## config.mk

```make
export PLATFORM = sky130hd
export DESIGN_NAME = snp_resp_unit
export DESIGN_NICKNAME = d
export VERILOG_FILES = /design/src/rtl/snp_pkg.sv /design/src/rtl/snp_xlate.sv /design/src/rtl/snp_rsp_reg.sv /design/src/rtl/snp_resp_unit.sv
export SDC_FILE = /design/constraint.sdc
export NUM_CORES = 1
export LEC_CHECK = 0
export BUFFER_PORTS_ARGS = -buffer_cell sky130_fd_sc_hd__buf_2
export CAP_MARGIN = 40
export CORE_AREA = 2 2 39 41
export CTS_BUF_LIST = sky130_fd_sc_hd__clkbuf_8
export CTS_CLUSTER_DIAMETER = 30
export DETAILED_ROUTE_END_ITERATION = 16
export DIE_AREA = 0 0 41 43
export GPL_ROUTABILITY_DRIVEN = 0
export PLACE_DENSITY = 0.88
export SETUP_SLACK_MARGIN = 0.05
export SYNTH_ARGS = -nofsm -noshare
export SYNTH_HDL_FRONTEND = slang
export SYNTH_SLANG_ARGS = --single-unit
```

## constraint.sdc

```tcl
create_clock -name clk_i -period 1.7 [get_ports clk_i]
set_input_delay 0.17 -clock clk_i [delete_from_list [all_inputs] [get_ports clk_i]]
set_output_delay 0.17 -clock clk_i [all_outputs]
set_load 0.02 [all_outputs]
```

## src/rtl/snp_pkg.sv

```systemverilog
package snp_pkg;
  localparam int ST_W = 3;

  localparam logic [ST_W-1:0] ST_I = 3'd0;
  localparam logic [ST_W-1:0] ST_S = 3'd1;
  localparam logic [ST_W-1:0] ST_E = 3'd2;
  localparam logic [ST_W-1:0] ST_O = 3'd3;
  localparam logic [ST_W-1:0] ST_M = 3'd4;

  typedef enum logic [2:0] {
    C_RD   = 3'd0,
    C_RDX  = 3'd1,
    C_UPG  = 3'd2,
    C_INV  = 3'd3,
    C_WINV = 3'd4
  } cmd_e;

  typedef struct packed {
    logic [ST_W-1:0] nxt_st;
    logic            keep;    // null transition: word unchanged
    logic            supply;
    logic            shared;
    logic            bad;
  } xlate_t;
endpackage

```

## src/rtl/snp_xlate.sv

```systemverilog
module snp_xlate
  import snp_pkg::*;
#(
  parameter bit HAS_OWNED = 1'b1,
  parameter bit HAS_EXCL  = 1'b1,
  parameter bit DO_UPGR   = 1'b1
) (
  input  logic [2:0]      cmd_i,
  input  logic [ST_W-1:0] st_i,
  output xlate_t          res_o
);
  logic st_ok;

  always_comb begin
    st_ok = (st_i == ST_I) || (st_i == ST_S) || (st_i == ST_M) ||
            (HAS_EXCL && (st_i == ST_E)) || (HAS_OWNED && (st_i == ST_O));
    res_o.nxt_st = st_i;
    res_o.keep   = 1'b1;
    res_o.supply = 1'b0;
    res_o.shared = 1'b0;
    res_o.bad    = 1'b0;
    if (!st_ok) begin
      res_o.bad = 1'b1;
    end else begin
      unique case (cmd_i)
        C_INV, C_WINV: begin
          res_o.keep   = 1'b0;
          res_o.nxt_st = ST_I;
        end
        C_RD: begin
          unique case (st_i)
            ST_S: if (HAS_EXCL) begin
              res_o.keep   = 1'b0;
              res_o.shared = 1'b1;
            end
            ST_E: begin
              res_o.keep   = 1'b0;
              res_o.nxt_st = ST_S;
              res_o.shared = 1'b1;
            end
            ST_O: begin
              res_o.keep   = 1'b0;
              res_o.supply = 1'b1;
              res_o.shared = 1'b1;
            end
            ST_M: begin
              res_o.keep   = 1'b0;
              res_o.nxt_st = HAS_OWNED ? ST_O : ST_S;
              res_o.supply = 1'b1;
              res_o.shared = 1'b1;
            end
            default: ;
          endcase
        end
        C_RDX: begin
          if (st_i != ST_I) begin
            res_o.keep   = 1'b0;
            res_o.nxt_st = ST_I;
            res_o.supply = (st_i == ST_O) || (st_i == ST_M);
          end
        end
        C_UPG: begin
          if (!DO_UPGR) begin
            res_o.bad = 1'b1;
          end else begin
            unique case (st_i)
              ST_S, ST_O: begin
                res_o.keep   = 1'b0;
                res_o.nxt_st = ST_I;
              end
              ST_E, ST_M: res_o.bad = 1'b1;
              default: ;
            endcase
          end
        end
        default: res_o.bad = 1'b1;
      endcase
    end
  end
endmodule

```

## src/rtl/snp_rsp_reg.sv

```systemverilog
module snp_rsp_reg #(
  parameter int STATUS_W = 8
) (
  input  logic                clk_i,
  input  logic                rst_ni,
  input  logic                vld_i,
  input  logic [STATUS_W-1:0] status_i,
  input  logic                supply_i,
  input  logic                shared_i,
  input  logic                err_i,
  output logic                vld_o,
  output logic [STATUS_W-1:0] status_o,
  output logic                supply_o,
  output logic                shared_o,
  output logic                err_o
);
  always_ff @(posedge clk_i or negedge rst_ni) begin
    if (!rst_ni) begin
      vld_o    <= 1'b0;
      status_o <= '0;
      supply_o <= 1'b0;
      shared_o <= 1'b0;
      err_o    <= 1'b0;
    end else begin
      vld_o    <= vld_i;
      supply_o <= vld_i & supply_i;
      shared_o <= vld_i & shared_i;
      err_o    <= vld_i & err_i;
      if (vld_i) status_o <= status_i;
    end
  end

  AST_PULSE_HAS_VLD: assert property (@(posedge clk_i) disable iff (!rst_ni)
    (supply_o || shared_o || err_o) |-> vld_o);
endmodule

```

## src/rtl/snp_resp_unit.sv

```systemverilog
module snp_resp_unit
  import snp_pkg::*;
#(
  parameter int STATUS_W  = 8,
  parameter bit HAS_OWNED = 1'b1,
  parameter bit HAS_EXCL  = 1'b1,
  parameter bit DO_UPGR   = 1'b1
) (
  input  logic                clk_i,
  input  logic                rst_ni,
  input  logic                snp_vld_i,
  input  logic [2:0]          snp_cmd_i,
  input  logic                hit_i,
  input  logic                miss_busy_i,
  input  logic [STATUS_W-1:0] status_i,
  output logic                rsp_vld_o,
  output logic [STATUS_W-1:0] new_status_o,
  output logic                supply_o,
  output logic                shared_o,
  output logic                err_o
);
  localparam int HI_W = STATUS_W - ST_W;

  xlate_t              xl;
  logic                err_d, act_d;
  logic [STATUS_W-1:0] status_d;

  snp_xlate #(
    .HAS_OWNED(HAS_OWNED),
    .HAS_EXCL (HAS_EXCL),
    .DO_UPGR  (DO_UPGR)
  ) u_xlate (
    .cmd_i(snp_cmd_i),
    .st_i (status_i[ST_W-1:0]),
    .res_o(xl)
  );

  always_comb begin
    err_d    = hit_i & (miss_busy_i | xl.bad);
    act_d    = hit_i & ~err_d;
    status_d = status_i;
    if (act_d && !xl.keep) status_d = {status_i[STATUS_W-1:ST_W], xl.nxt_st};
  end

  snp_rsp_reg #(.STATUS_W(STATUS_W)) u_reg (
    .clk_i   (clk_i),
    .rst_ni  (rst_ni),
    .vld_i   (snp_vld_i),
    .status_i(status_d),
    .supply_i(act_d & xl.supply),
    .shared_i(act_d & xl.shared),
    .err_i   (err_d),
    .vld_o   (rsp_vld_o),
    .status_o(new_status_o),
    .supply_o(supply_o),
    .shared_o(shared_o),
    .err_o   (err_o)
  );

  AST_MISS_QUIET: assert property (@(posedge clk_i) disable iff (!rst_ni)
    (snp_vld_i && !hit_i) |=> (rsp_vld_o && !supply_o && !shared_o && !err_o &&
                               new_status_o == $past(status_i)));

  AST_INV_CLEARS: assert property (@(posedge clk_i) disable iff (!rst_ni)
    (snp_vld_i && hit_i && !miss_busy_i && !xl.bad &&
     (snp_cmd_i == C_INV || snp_cmd_i == C_WINV))
    |=> (new_status_o[ST_W-1:0] == ST_I && !supply_o && !shared_o));

  AST_DIRTY_SUPPLY: assert property (@(posedge clk_i) disable iff (!rst_ni)
    (snp_vld_i && hit_i && !miss_busy_i && !xl.bad &&
     (status_i[ST_W-1:0] == ST_M || status_i[ST_W-1:0] == ST_O) &&
     (snp_cmd_i == C_RD || snp_cmd_i == C_RDX)) |=> supply_o);

  AST_BUSY_ERR: assert property (@(posedge clk_i) disable iff (!rst_ni)
    (snp_vld_i && hit_i && miss_busy_i) |=> (err_o && !supply_o && !shared_o &&
                                             new_status_o == $past(status_i)));

  AST_UPPER_KEPT: assert property (@(posedge clk_i) disable iff (!rst_ni)
    snp_vld_i |=> (new_status_o[STATUS_W-1:ST_W] ==
                   $past(status_i[STATUS_W-1:ST_W])));

  AST_IDLE_QUIET: assert property (@(posedge clk_i) disable iff (!rst_ni)
    !snp_vld_i |=> (!rsp_vld_o && !supply_o && !shared_o && !err_o));

  initial begin
    AST_HI_WIDTH: assert (HI_W >= 1);
  end
endmodule

```

==> flow_summary.ini, run 1 <==
[sta]
drv_slew = 0
setup_tns_ns = 0
final.setup_skew_ns = 0
finalSetupViolations = 0
period_share_pct = 89.1
rsz0062_at_grt = no
hold_viol_final = 0
period_minus_slack_ns = 1.51
relSlewSlack_pct = 74.9
tightest_slew_ns = 0.373
max_freq_mhz = 661

[grt]
first_global_vias = 554
grt_max_degree = 15
overflow = 0
gr-usage-met3_pct = 2.09
grt_busiest_layer = met2
use_met1_pct = 20.4
grt_pass1_wl_mm = 2.14
grt_util_all_layers_pct = 18.0
grt_antenna_before_repair = 0
gr-usage-met2_pct = 28.7

[worst_hold_path]
hold_class = in -> reg
min_path_cells = 2

[final_layout]
areaGrowthSynthToFinish_pct = 40.6
mostFrequentLayoutCells = buf_2, dfrtp_1, buf_4
final_layout_size_suffix_gt1_share_pct = 52.7
final_common_cell = buf_2
nNetsFinal = 111
diodes = 0

[drt]
vias_per_cell = 5.33
first_iter_violations = 4
wl_per_cell_um = 12.0
wirelength_mm = 1.30
vias = 581
ant_nets = 0
drc = 0
first_pass_iters = 3

[pwr]
total_power_uw = 723
vdd_drop_max_v = 0.000340
leakagePower_uw = 0.000428
p_per_area_mw_per_mm2 = 810

[critical_path]
worstPathArrival_ns = 1.63
worstPathMaxFanout = 4
crit_type = in -> reg
cp.required_ns = 1.81
end_kind = register
startpoint_type = primary input
r2r_cells = 1

[floorplan]
die_area_mm2 = 0.00176
std_cell_rows = 14
initial_core_util_pct = 45.8
die_y_um = 43
die_w_um = 41
core-area_mm2 = 0.00138
io_pins = 28

[clock_tree]
clk_latency_ns = 0.23
hold_buffers = 1
cts_made_buffers = 3
clockBufferDepth = 2
clockRootBuffer = clkbuf_8
cts.repair.resized = 0
cts_tree = yes
clock_sinks = 12
cts_setup_buffers = 0
ctsHtreeMaxLevel = 1
clk_pin_slew_ns = 0.05

[synth]
syn_inst = 57
synth_fp_nets = 73
postSynthAreaPerCell_um2 = 11.1
synth_cell_types = 32
synth_area_leaders = dfrtp_1, mux2_2, nor4_4
synth_top_cell_area_share_pct = 47.3
yosys_register_bits = 12
synth_area_um2 = 634
yosys_warnings = 0
yosysSeqAreaShare_pct = 47.3
synth_top_cell_by_area = dfrtp_1

[job]
max-cap-violations = 0

[placed_design]
io_buffers = 27
hpwlAfterDp_mm = 1.06

[status]
status = finished clean
-- sequential cells by signal (all words and copies together), names as in the netlist --
signal          cells
u_reg.err_o         1
u_reg.vld_o         1
u_reg.shared_o      1
u_reg.status_o      8
u_reg.supply_o      1
-- synthesized netlist by cell type --
library cell / number
nand2_1: 5
o21ai_0: 3
or4_1: 1
a2111oi_0: 1
mux2_1: 1
and3_1: 1
nand3_1: 1
mux2_2: 5
mux2i_1: 1
o211ai_1: 1
buf_6: 1
xnor2_1: 1
or3b_2: 1
nor3b_1: 1
o21a_1: 1
nor4_4: 1
nand3b_1: 1
o311a_1: 1
nor3_1: 1
a21oi_1: 2
buf_4: 1
clkbuf_1: 1
nand2b_1: 1
a211o_1: 1
xor2_1: 1
o22ai_1: 1
nor2_1: 2
nor4_1: 2
mux2_4: 1
inv_1: 2
dfrtp_1: 12
nor2b_1: 1
-- area by class of cell --
class | count | area [um2]
tap | 16 | 20.0
fill | 119 | 492
clock buffer | 3 | 41.3
multi-input combinational | 40 | 318
timing repair buffer | 36 | 205
sequential | 12 | 300
inverter | 2 | 7.51
-- layer usage --
layer / part of all wire (%) / wire (um) / vias up
met3: 9.5 / 124 / 4
met5: 0 / 0 / -
li1: - / - / 278
met2: 48 / 626 / 29
met1: 40 / 522 / 270
met4: 2.3 / 30 / 0
-- worst paths after layout --
check / start / endpoint / slack, ns
setup / recovery: status_i[1] / u_reg.status_o[1] / 0.19
hold / removal: status_i[6] / u_reg.status_o[6] / 0.17
setup reg to reg: u_reg.status_o[1] / u_reg.status_o[1] / 0.95
hold reg to reg: u_reg.status_o[5] / u_reg.status_o[5] / 0.50
max in group asynchronous: rst_ni / u_reg.status_o[5] / 1.15
min in group asynchronous: rst_ni / u_reg.shared_o / 0.34
-- per-stage QoR --
stage,worst slack (ns),cells,hold WS (ns),util (%),area [um2]
after floorplan,0.0456,57,-0.126,-,656
after global placement,0.00214,105,0.0507,60.8,841
after detailed placement,-0.0309,105,0.0545,60.8,841
after CTS,0.209,109,0.168,64.5,892
after global routing,0.0777,109,0.171,64.5,892
final,0.186,109,0.172,64.5,892
-- cells by family after synthesis --
family / synth area share [%]
buffers and inverters: 4.73
AOI/OAI and AO/OA: 11.6
DFF: 47.3
xor gates and xnor gates: 2.76
and+or+nand+nor: 18.9
muxes: 14.6
-- power breakdown --
| part | switching, uW | internal (uW) |
|---|---|---|
| clock network | 83.2 | 154 |
| registers | 9.64 | 309 |
| logic | 91.6 | 75.3 |
-- worst max-delay path, stage by stage --
cell     delay [ns]
buf_2          0.12
o21ai_0        0.26
nand3_1        0.16
nor4_2         0.29
mux2_1         0.36
mux2_4         0.26
Power figures use the tool's default switching activity.
==> run 2: changes to the inputs <==
PLACE_DENSITY = 0.8   (was 0.88)
==> flow_summary.ini, run 2 (same netlist as run 1, synthesis figures left out) <==
[sta]
finalSetupViolations = 0
max_freq_mhz = 679
tightest_slew_ns = 0.332
rsz0062_at_grt = no
setup_slack_ns = 0.226
drv_slew = 0
period_share_pct = 86.7
relSlewSlack_pct = 77.3
period_minus_slack_ns = 1.47
holdWs_ns = 0.167
final.setup_skew_ns = 0
hold_viol_final = 0

[clock_tree]
clockBufferDepth = 2
clockRootBuffer = clkbuf_8
cts.repair.resized = 0
clk_latency_ns = 0.23
cts_made_buffers = 3
cts_setup_buffers = 0
cts_tree = yes
ctsHtreeMaxLevel = 1
clock_sinks = 12
clk_pin_slew_ns = 0.05

[drt]
first_pass_iters = 4
wirelength_mm = 1.29
wl_per_cell_um = 11.6
vias = 575
first_iter_violations = 3
ant_nets = 0
vias_per_cell = 5.18
drc = 0

[grt]
grt_max_degree = 15
grt_util_all_layers_pct = 16.8
overflow = 0
first_global_vias = 525
grt_antenna_before_repair = 0
grt_pass1_wl_mm = 2.00

[status]
status = finished clean

[final_layout]
mostFrequentLayoutCells = buf_2, dfrtp_1, buf_4
fillers = 111
final_layout_size_suffix_gt1_share_pct = 53.7
final_common_cell = buf_2
diodes = 0
largest_reg_flops = 8
nNetsFinal = 112
regMostFlops = u_reg.status_o
areaGrowthSynthToFinish_pct = 44.0

[floorplan]
die_y_um = 43
std_cell_rows = 14
core-area_mm2 = 0.00138
io_pins = 28
die_w_um = 41
die_area_mm2 = 0.00176
initial_core_util_pct = 45.8

[job]
max-cap-violations = 0

[critical_path]
startpoint_type = primary input
crit_type = in -> reg
worstPathArrival_ns = 1.59
cp.required_ns = 1.82
worstPathMaxFanout = 4
end_kind = register

[pwr]
p_per_area_mw_per_mm2 = 858
total_power_uw = 784
leakagePower_uw = 0.000441
vdd_drop_max_v = 0.000388

[placed_design]
io_buffers = 27
hpwlAfterDp_mm = 1.07
post-place-ws_ns = -0.0196

[worst_hold_path]
hold_class = in -> reg
## run 2: cell types whose count changed in the layout (fill, tap and decap cells not counted), sizes merged
cell    change
buf         +1
clkbuf      +1
## run 2: critical path, cell delays in order
cell and delay [ns]:
buf_2 0.12, or4_4 0.53, a21oi_2 0.14, nor4_2 0.07
mux2_1 0.32, mux2_4 0.25
## run 2: what timing repair did
action | CTS | global route
hold buffers | 1 | 0
endpoints found under the hold margin | 12 | 0
setup endpoints to repair | 0 | 0
## run 2: routing by layer
| metal | global-route usage [%] | wire length [um] | vias to the layer above |
|---|---|---|---|
| met5 | 0 | 0 | - |
| met4 | 8.00 | 11 | 0 |
| met3 | 4.71 | 113 | 2 |
| met2 | 27.2 | 628 | 25 |
| met1 | 19.2 | 538 | 265 |
| li1 | - | - | 283 |
## run 2: layout make-up
class                   instances  area, um2  area share (%)
flip-flops and latches         12        300            32.9
inverters                       2       7.51           0.822
clock buffers                   4       55.1            6.03
multi-input cells              40        318            34.8
repair buffers                 37        213            23.3
well taps                      16       20.0            2.19
## run 2: through the flow
step                      cells  util (%)  setup TNS, ns  instance area, um2
after floorplan              57         -              0                 656
after global placement      106      61.3              0                 848
after detailed placement    106      61.3        -0.0196                 848
after CTS                   111      66.0              0                 913
after global routing        111      66.0              0                 913
final                       111      66.0              0                 913
## run 2: path summary, 6_finish.rpt
path | startpoint | depth (start not counted) | slack (ns) | endpoint
setup / recovery | snp_cmd_i[1] | 6 | 0.23 | u_reg.status_o[1]
hold / removal | status_i[4] | 2 | 0.17 | u_reg.status_o[4]
setup reg to reg | u_reg.status_o[6] | 1 | 0.94 | u_reg.status_o[6]
hold reg to reg | u_reg.status_o[4] | 1 | 0.50 | u_reg.status_o[4]
max in group asynchronous | rst_ni | 2 | 1.17 | u_reg.status_o[3]
min in group asynchronous | rst_ni | 2 | 0.33 | u_reg.vld_o
## run 2: power by group
group / internal (uW) / switching [uW]
clock network: 204 / 93.6
registers: 309 / 9.30
logic: 76.5 / 92.2
total: 589 / 195
